[src/rtl/pfq_pkg.sv]
package pfq_pkg;

  typedef logic [31:0] word_t;
  typedef logic [31:0] addr_t;

  // opcode in bits 31..26 that marks an unconditional jump
  localparam logic [5:0] JUMP_OP = 6'b000010;

  function automatic logic is_ubranch(input word_t w);
    return w[31:26] == JUMP_OP;
  endfunction

  // word offset in bits 25..0, signed, relative to the jump's own address
  function automatic addr_t jump_target(input addr_t pc, input word_t w);
    return pc + {{4{w[25]}}, w[25:0], 2'b00};
  endfunction

  function automatic addr_t seq_pc(input addr_t pc, input int unsigned words);
    return pc + addr_t'(words * 4);
  endfunction

endpackage

[src/rtl/pfq_store.sv]
module pfq_store
  import pfq_pkg::*;
#(
  parameter int DEPTH  = 8,
  parameter int FILL_N = 2,
  localparam int PW    = $clog2(DEPTH)
) (
  input  logic                   clk,
  input  logic                   wr_en,
  input  logic [PW-1:0]          wr_slot,
  input  word_t [FILL_N-1:0]     wr_word,
  input  addr_t                  wr_pc,
  input  logic [PW-1:0]          rd_head,
  output word_t [DEPTH-1:0]      age_word,
  output addr_t [DEPTH-1:0]      age_pc
);

  word_t mem_w [DEPTH];
  addr_t mem_p [DEPTH];

  // a group lands in consecutive slots starting at the young end
  always_ff @(posedge clk) begin
    if (wr_en) begin
      for (int j = 0; j < FILL_N; j++) begin
        mem_w[wr_slot + PW'(j)] <= wr_word[j];
        mem_p[wr_slot + PW'(j)] <= seq_pc(wr_pc, unsigned'(j));
      end
    end
  end

  // view ordered by age: index 0 is the head
  for (genvar g = 0; g < DEPTH; g++) begin : g_age
    assign age_word[g] = mem_w[rd_head + PW'(g)];
    assign age_pc[g]   = mem_p[rd_head + PW'(g)];
  end

endmodule

[src/rtl/pfq_branch_scan.sv]
module pfq_branch_scan
  import pfq_pkg::*;
#(
  parameter int DEPTH = 8,
  localparam int CW   = $clog2(DEPTH + 1)
) (
  input  word_t [DEPTH-1:0] age_word,
  input  addr_t [DEPTH-1:0] age_pc,
  input  logic [CW-1:0]     occ,
  output logic              hit,
  output logic [CW-1:0]     hit_pos,
  output addr_t             hit_target
);

  // descending walk so the oldest valid jump wins
  always_comb begin
    hit        = 1'b0;
    hit_pos    = '0;
    hit_target = '0;
    for (int i = DEPTH - 1; i >= 0; i--) begin
      if ((CW'(i) < occ) && is_ubranch(age_word[i])) begin
        hit        = 1'b1;
        hit_pos    = CW'(i);
        hit_target = jump_target(age_pc[i], age_word[i]);
      end
    end
  end

endmodule

[src/rtl/pfq_ctrl.sv]
module pfq_ctrl
  import pfq_pkg::*;
#(
  parameter int    DEPTH    = 8,
  parameter int    FILL_N   = 2,
  parameter addr_t RESET_PC = '0,
  localparam int   PW       = $clog2(DEPTH),
  localparam int   CW       = $clog2(DEPTH + 1)
) (
  input  logic          clk,
  input  logic          rst_n,
  input  logic          ex_redirect,
  input  addr_t         ex_target,
  input  logic          fill_valid,
  input  logic          disp_ready,
  input  logic          fold_hit,
  input  logic [CW-1:0] fold_pos,
  input  addr_t         fold_target,
  output logic [PW-1:0] head,
  output logic [PW-1:0] tail,
  output logic [CW-1:0] occ,
  output addr_t         fetch_pc,
  output logic          fetch_req,
  output logic          fill_take,
  output logic          pop,
  output logic          disp_valid,
  output logic          fold_fire
);

  logic [CW-1:0] free_slots;
  logic [CW-1:0] occ_nxt;
  logic [PW-1:0] head_nxt;
  addr_t         pc_nxt;

  assign free_slots = CW'(DEPTH) - occ;
  assign tail       = head + PW'(occ);
  assign fold_fire  = fold_hit && !ex_redirect;
  assign fetch_req  = !ex_redirect && !fold_hit && (free_slots >= CW'(FILL_N));
  assign fill_take  = fetch_req && fill_valid;
  assign disp_valid = !ex_redirect && (occ != '0) && !(fold_hit && (fold_pos == '0));
  assign pop        = disp_valid && disp_ready;

  always_comb begin
    head_nxt = head + PW'(pop);
    if (ex_redirect) begin
      occ_nxt = '0;
      pc_nxt  = ex_target;
    end else if (fold_fire) begin
      occ_nxt = fold_pos - CW'(pop);
      pc_nxt  = fold_target;
    end else begin
      occ_nxt = occ - CW'(pop) + (fill_take ? CW'(FILL_N) : CW'(0));
      pc_nxt  = fill_take ? seq_pc(fetch_pc, FILL_N) : fetch_pc;
    end
  end

  always_ff @(posedge clk or negedge rst_n) begin
    if (!rst_n) begin
      head     <= '0;
      occ      <= '0;
      fetch_pc <= RESET_PC;
    end else begin
      head     <= head_nxt;
      occ      <= occ_nxt;
      fetch_pc <= pc_nxt;
    end
  end

endmodule

[src/rtl/prefetch_queue.sv]
module prefetch_queue
  import pfq_pkg::*;
#(
  parameter int          DEPTH    = 8,
  parameter int          FILL_N   = 2,
  parameter logic [31:0] RESET_PC = 32'h0,
  localparam int         PW       = $clog2(DEPTH),
  localparam int         CW       = $clog2(DEPTH + 1)
) (
  input  logic                  clk,
  input  logic                  rst_n,
  output logic                  fetch_req,
  output logic [31:0]           fetch_pc,
  input  logic                  fill_valid,
  input  logic [FILL_N*32-1:0]  fill_data,
  output logic                  disp_valid,
  input  logic                  disp_ready,
  output logic [31:0]           disp_word,
  output logic [31:0]           disp_pc,
  input  logic                  ex_redirect,
  input  logic [31:0]           ex_target
);

  word_t [FILL_N-1:0] fill_words;
  word_t [DEPTH-1:0]  age_word;
  addr_t [DEPTH-1:0]  age_pc;
  logic [PW-1:0]      head;
  logic [PW-1:0]      tail;
  logic [CW-1:0]      occ;
  logic               fill_take;
  logic               pop;
  logic               fold_hit;
  logic               fold_fire;
  logic [CW-1:0]      fold_pos;
  addr_t              fold_target;

  for (genvar j = 0; j < FILL_N; j++) begin : g_unpack
    assign fill_words[j] = fill_data[32*j +: 32];
  end

  pfq_store #(.DEPTH(DEPTH), .FILL_N(FILL_N)) u_store (
    .clk      (clk),
    .wr_en    (fill_take),
    .wr_slot  (tail),
    .wr_word  (fill_words),
    .wr_pc    (fetch_pc),
    .rd_head  (head),
    .age_word (age_word),
    .age_pc   (age_pc)
  );

  pfq_branch_scan #(.DEPTH(DEPTH)) u_scan (
    .age_word   (age_word),
    .age_pc     (age_pc),
    .occ        (occ),
    .hit        (fold_hit),
    .hit_pos    (fold_pos),
    .hit_target (fold_target)
  );

  pfq_ctrl #(.DEPTH(DEPTH), .FILL_N(FILL_N), .RESET_PC(RESET_PC)) u_ctrl (
    .clk         (clk),
    .rst_n       (rst_n),
    .ex_redirect (ex_redirect),
    .ex_target   (ex_target),
    .fill_valid  (fill_valid),
    .disp_ready  (disp_ready),
    .fold_hit    (fold_hit),
    .fold_pos    (fold_pos),
    .fold_target (fold_target),
    .head        (head),
    .tail        (tail),
    .occ         (occ),
    .fetch_pc    (fetch_pc),
    .fetch_req   (fetch_req),
    .fill_take   (fill_take),
    .pop         (pop),
    .disp_valid  (disp_valid),
    .fold_fire   (fold_fire)
  );

  assign disp_word = age_word[0];
  assign disp_pc   = age_pc[0];

endmodule

[config.mk]
export PLATFORM = sky130hd
export DESIGN_NAME = prefetch_queue
export DESIGN_NICKNAME = d
export VERILOG_FILES = /design/src/rtl/pfq_pkg.sv /design/src/rtl/pfq_store.sv /design/src/rtl/pfq_branch_scan.sv /design/src/rtl/pfq_ctrl.sv /design/src/rtl/prefetch_queue.sv
export SDC_FILE = /design/constraint.sdc
export NUM_CORES = 2
export LEC_CHECK = 0
export ABC_AREA = 1
export BUFFER_PORTS_ARGS = -buffer_cell sky130_fd_sc_hd__buf_2
export CAP_MARGIN = 15
export CORE_MARGIN = 5
export CORE_UTILIZATION = 35
export CTS_CLUSTER_DIAMETER = 200
export DETAILED_ROUTE_END_ITERATION = 16
export GPL_ROUTABILITY_DRIVEN = 1
export PLACE_DENSITY = 0.55
export SLEW_MARGIN = 20
export SYNTH_ARGS = -nofsm -noshare
export SYNTH_HDL_FRONTEND = slang
export SYNTH_HIERARCHICAL = 1
export SYNTH_SLANG_ARGS = --single-unit
[constraint.sdc]
create_clock -name clk -period 11.5 [get_ports clk]
set_clock_uncertainty 0.1 [all_clocks]
set_input_delay 2.3 -clock clk [delete_from_list [all_inputs] [get_ports clk]]
set_output_delay 2.3 -clock clk [all_outputs]
set_load 0.02 [all_outputs]
Yosys cells after proc, flatten, opt, wreduce, memory -nomap -nowiden:

Memory sizes are Yosys's and may differ from the RTL's.
Index checks and enable logic that the tools add are counted.

* reduce and logical (&&, ||, !) cells: 22
* bitwise operators: 0
* divide/modulo/power cells: 0
* magnitude comparators: 9
* multiply operators: 0
* $add $sub $neg: 24
* mux-type cells: 32
* eq/ne operators: 8
* shift-type cells: 0

Operator list (number)
* 32-bit two-way mux: 11
* 32-bit adder: 8
* 6-bit by 2-bit == test with 1-bit output (second input constant): 8
* 32-bit by 3-bit adder with 32-bit output (second input constant): 1
* 32-bit by 4-bit adder with 32-bit output (second input constant): 1
* 3-bit two-way mux: 8
* 1-bit logical AND: 16
* 3-bit by 4-bit less-than comparator with 1-bit output (first input constant): 4
* 3-bit adder (second input constant): 4
* 1-bit two-way mux: 10
* 1-bit by 4-bit less-than comparator with 1-bit output (first input constant): 2
* 2-bit by 4-bit less-than comparator with 1-bit output (first input constant): 2
* 4-bit two-way mux: 2
* 3-bit by 1-bit adder with 3-bit output (second input constant): 2
* 3-bit by 2-bit adder with 3-bit output (second input constant): 2
* 4-bit adder: 1
* 4-bit by 2-bit >= comparator with 1-bit output (second input constant): 1
* 4-bit logical NOT: 1
* 4-bit nonzero test: 1
* 3-bit by 1-bit subtractor with 4-bit output: 1
* 4-bit by 1-bit subtractor with 4-bit output: 1
* 4-bit subtractor (first input constant): 1
* 3-bit by 1-bit adder with 3-bit output: 1
* 3-bit adder: 1
* other kinds (3): 5

* input port bits: 101
* output and inout bits: 98
* memories: 2
* logic and storage cells: 100
* register bits after elaboration: 39
* memory bits (writable): 512
* ROM bits: 0
* bits in latches: 0

Memory list
* u_store.mem_p: depth 8, bits a word 32, read ports 8, clocked after memory_dff 0, wr ports 2, line pfq_store.sv:19 `addr_t mem_p [DEPTH];`
* u_store.mem_w: depth 8, bits a word 32, read ports 8, clocked after memory_dff 0, wr ports 2, line pfq_store.sv:18 `word_t mem_w [DEPTH];`

Logic depth before layout (Yosys ltp):

An unclocked memory read counts as a cell.

* depth after elaboration: 21
* gate-level depth with buffers: 41
* mapped depth without buffers: 35

By module:

The synthesis kept the hierarchy.

Modules (own cells, without submodules)
* pfq_store: area each 38857.3 um2, cells an instance 5897, instances 1
* pfq_branch_scan: area each 15994.1 um2, cells an instance 2987, instances 1
* pfq_ctrl: area each 3161.8 um2, cells an instance 479, instances 1

Worst setup path after synthesis:

OpenSTA, ideal clock, no wires.

* path kind: reg2reg
* start: register u_ctrl.head[1]
* end: memory u_store/mem_p[0][0] (netlist bit) (enable)
* library setup time: 0.574 ns
* setup slack: 2.071 ns
* cell stages (with the launch flop): 28
* data required time: 10.826 ns
* arrival: 8.754 ns
* cells stage by stage: dfrtp_1 inv_2 buf_4 buf_4 clkbuf_1 ha_1 inv_2 buf_2 buf_2 clkbuf_1 nand2_1 o21ai_0 nand2_1 o21ai_0 nor4_1 and3b_1 nand2_1 inv_1 buf_2 nor2_1 nand3_1 nor2_8 nand3_2 inv_1 inv_1 nor2_1 inv_1 o21ai_0

RTL lines
* start: declaration: line pfq_ctrl.sv:19 `output logic [PW-1:0] head,`
* start signal: assignment: line pfq_ctrl.sv:63 `head <= head_nxt;`
* end: declaration: line pfq_store.sv:19

==> impl_metrics.tcl <==
set metrics [dict create \
    busiest_layer "met2" \
    end_kind "flop" \
    max_stage_delay_ps 840 \
    finalHoldViolations 0 \
    areaGrowthSynthToFinish_pct 8.16 \
    grt_overflow 0 \
    grt_pass1_wl_um 430000 \
    groute.layer.met2.usage_pct 51.5 \
    ys_types 75 \
    synthArstFlopShare_pct 7.08 \
    firstDrtPassIters 9 \
    drcViolationCount 0 \
    max_cap_violations 0 \
    crit_type "reg -> reg" \
    antenna_found_initial 18 \
    crit_required_ps 11730 \
    core.rowCount 149 \
    syn_avg_cell_area_um2 6.20 \
    synthFlopType "edfxtp_1" \
    report.final.slew_viol_count 0 \
    start_util_pct 35.2 \
    synth-seq-cells 551 \
    synth_warnings 6 \
    cts_tree "yes" \
    finalSetupViolCount 0 \
    fp.coreArea_um2 165000 \
    cp_max_fo 88 \
    min_period_ps 9180 \
    gp_congestion 1.14 \
    cts_resized 0 \
    cts.sinks 551 \
    drive_above_1_share_pct 6.47 \
    met1_usage_pct 45.9 \
    relSlewSlack_pct 9.19 \
    ant_nets 0 \
    io_buffer_count 198 \
    path_clk_slew_ps 70 \
    startpoint_type "flop" \
    fin_setup_tns_ps 0 \
    ys_seq_area_share_pct 28.2 \
    critical_path.cell_chain "inv_8, ha_4, buf_4, nand2_1, o21ai_0, o21ai_0, nor3b_2, nand4_2, inv_2, nor2_2, clkinv_1, nor2_1, nand3_1, nor2_8, nand3_2, inv_1, nand2_1, nor2_4, clkinv_1, o21ai_4, buf_4, buf_4" \
    cts_buffer_depth 3 \
    critPathLaunch "u_ctrl/head[1]" \
    post-dp-hpwl_um 246000 \
    chipHeight_um 417 \
    grt_pass1_vias 57200 \
    critPathSlowestCell "clkinv_1" \
    hold_class "reg -> reg" \
    path_buf_inv 8 \
    crit_family "buffers and inverters" \
    rsz0062_at_grt "no" \
    synth_top_area_share_pct 26.5 \
    wl_um 312000 \
    synth_edf_count 512 \
    numCtsBuffers 68 \
    fmax_mhz 109 \
    clock_latency_ps 700 \
    post_cts_buffers 0 \
    dr.first_iter.drc_count 9191 \
    grt_use_met3_pct 5.80 \
    fin_crit_sh_pct 79.8 \
    r2r-start "u_ctrl/head[1]" \
    ios 199 \
    vias_per_cell 5.65 \
    fin_nets 9613 \
    critPathArrivalTime_ps 9410 \
    wire_per_inst_um 27.1 \
    syn-instance-count 9363 \
    grt.total_usage_pct 34.3 \
    crit_top_cell "buf_4" \
    hold_start "u_ctrl/fetch_pc[6]" \
    vias 65000 \
    die-area_um2 174000 \
    die-width_um 417 \
    cts_root_buf "clkbuf_16" \
    grt_max_degree 147 \
    synth_nets 9722 \
    cts_hold_buf 0 \
    htreeDepth 3 \
    synth_area_leaders "edfxtp_1 27%, nand2_1 24%, o21ai_0 11%" \
    status "finished clean" \
    syn_area_um2 58000 \
    synth_top_cell_by_area "edfxtp_1" \
    tightestPinTransition_ps 1350 \
]
[Yosys cell counts (10+ instances only)]
master and count:
a21oi_1 457, nor2_1 544, edfxtp_1 512, a31oi_1 19, or2_2 20, nand3_1 523
nand3b_1 19, buf_1 22, a21o_1 28, or2_1 10, dfrtp_1 39, inv_1 707
buf_6 13, a21oi_2 16, clkbuf_1 188, o21ai_0 1333, buf_4 58, o21ai_2 27
fa_1 10, nor4_1 14, nand4_1 24, ha_1 248, nor2_2 20, a22o_1 20
o21bai_1 22, buf_2 231, nor3_1 39, mux2i_1 64, o211ai_1 22, inv_2 15
xnor2_1 43, o21ai_1 146, xor2_1 86, nand2_2 16, nand2_1 3710
[layer usage]
metal / routed length (µm) / share of wire, %
met5: 50 / 0.016
met4: 23700 / 7.6
met3: 28600 / 9.2
met2: 130000 / 42
met1: 129000 / 41
[layout make-up]
type                    instances  area, µm²
fillers                     17800     102000
multi-input cells            7568      36600
flip-flops and latches        551      16400
inverters                     730       2780
well taps                    2189       2740
repair buffers                335       2110
clock buffers                  81       1790
clock inverters                36        365
diodes                          8       20.0
[kinds of logic after synthesis]
logic type      count (synthesis)  share of synthesized area (%)
simple gates                 4965                           34.2
compound gates               2150                           19.7
buf+inv                      1244                           9.13
flops                         551                           28.2
fa+ha+maj                     258                           5.69
xor+xnor                      130                           1.98
mux                            64                           1.10
other cells                     1                        0.00646
[state kept, by name, summed over array words and instances (netlist names)]
register and cells:
u_store/mem_w 256, u_ctrl/occ 4, u_ctrl/fetch_pc 32, u_ctrl/head 3, u_store/mem_p 256
[layout by cell type, fill, tap and decap left out, types with 22 or more instances in the layout]
cell type / n
nand4_1: 24
a21o_1: 28
mux2i_1: 64
dfrtp_1: 36
buf_4: 130
nand2_1: 3706
a21oi_1: 455
buf_2: 198
nor3_1: 39
xor2_1: 84
xnor2_1: 42
clkbuf_16: 70
o21ai_1: 169
ha_1: 247
nand3_1: 523
o21ai_2: 29
o211ai_1: 22
o21bai_1: 22
edfxtp_1: 512
o21ai_0: 1300
inv_1: 705
nor2_1: 544
[worst min-delay path: cells and delay by family, from the launching register on]
kind,cells,cell delay (ps)
and+or+nand+nor,2,190
DFF,1,540
[per-stage QoR]
stage,hold slack [ps],worst slack [ps],area [µm²],util [%],cells
floorplan,381,2070,58000,-,9363
global placement,645,3160,60600,36.7,11400
detailed placement,659,2950,60600,36.8,11400
CTS,669,2700,62700,38.1,11500
global route,690,2110,62700,38.1,11500
finish,662,2320,62700,38.1,11500
[final timing paths]
kind	end	cells past startpoint	slack, ps
worst max register to register	u_store/mem_w[6][29]	22	2320
min in group asynchronous	u_ctrl/fetch_pc[24]	2	1620
worst min-delay path	u_ctrl/fetch_pc[6]	2	660
worst min register to register	u_ctrl/fetch_pc[6]	2	660
max in group asynchronous	u_ctrl/head[2]	2	9120
worst max-delay path	u_store/mem_w[6][29]	22	2320
Power is left out: the tool's default activity adds up to more than one toggle a clock period on the data nets, which glitch-free logic cannot reach.
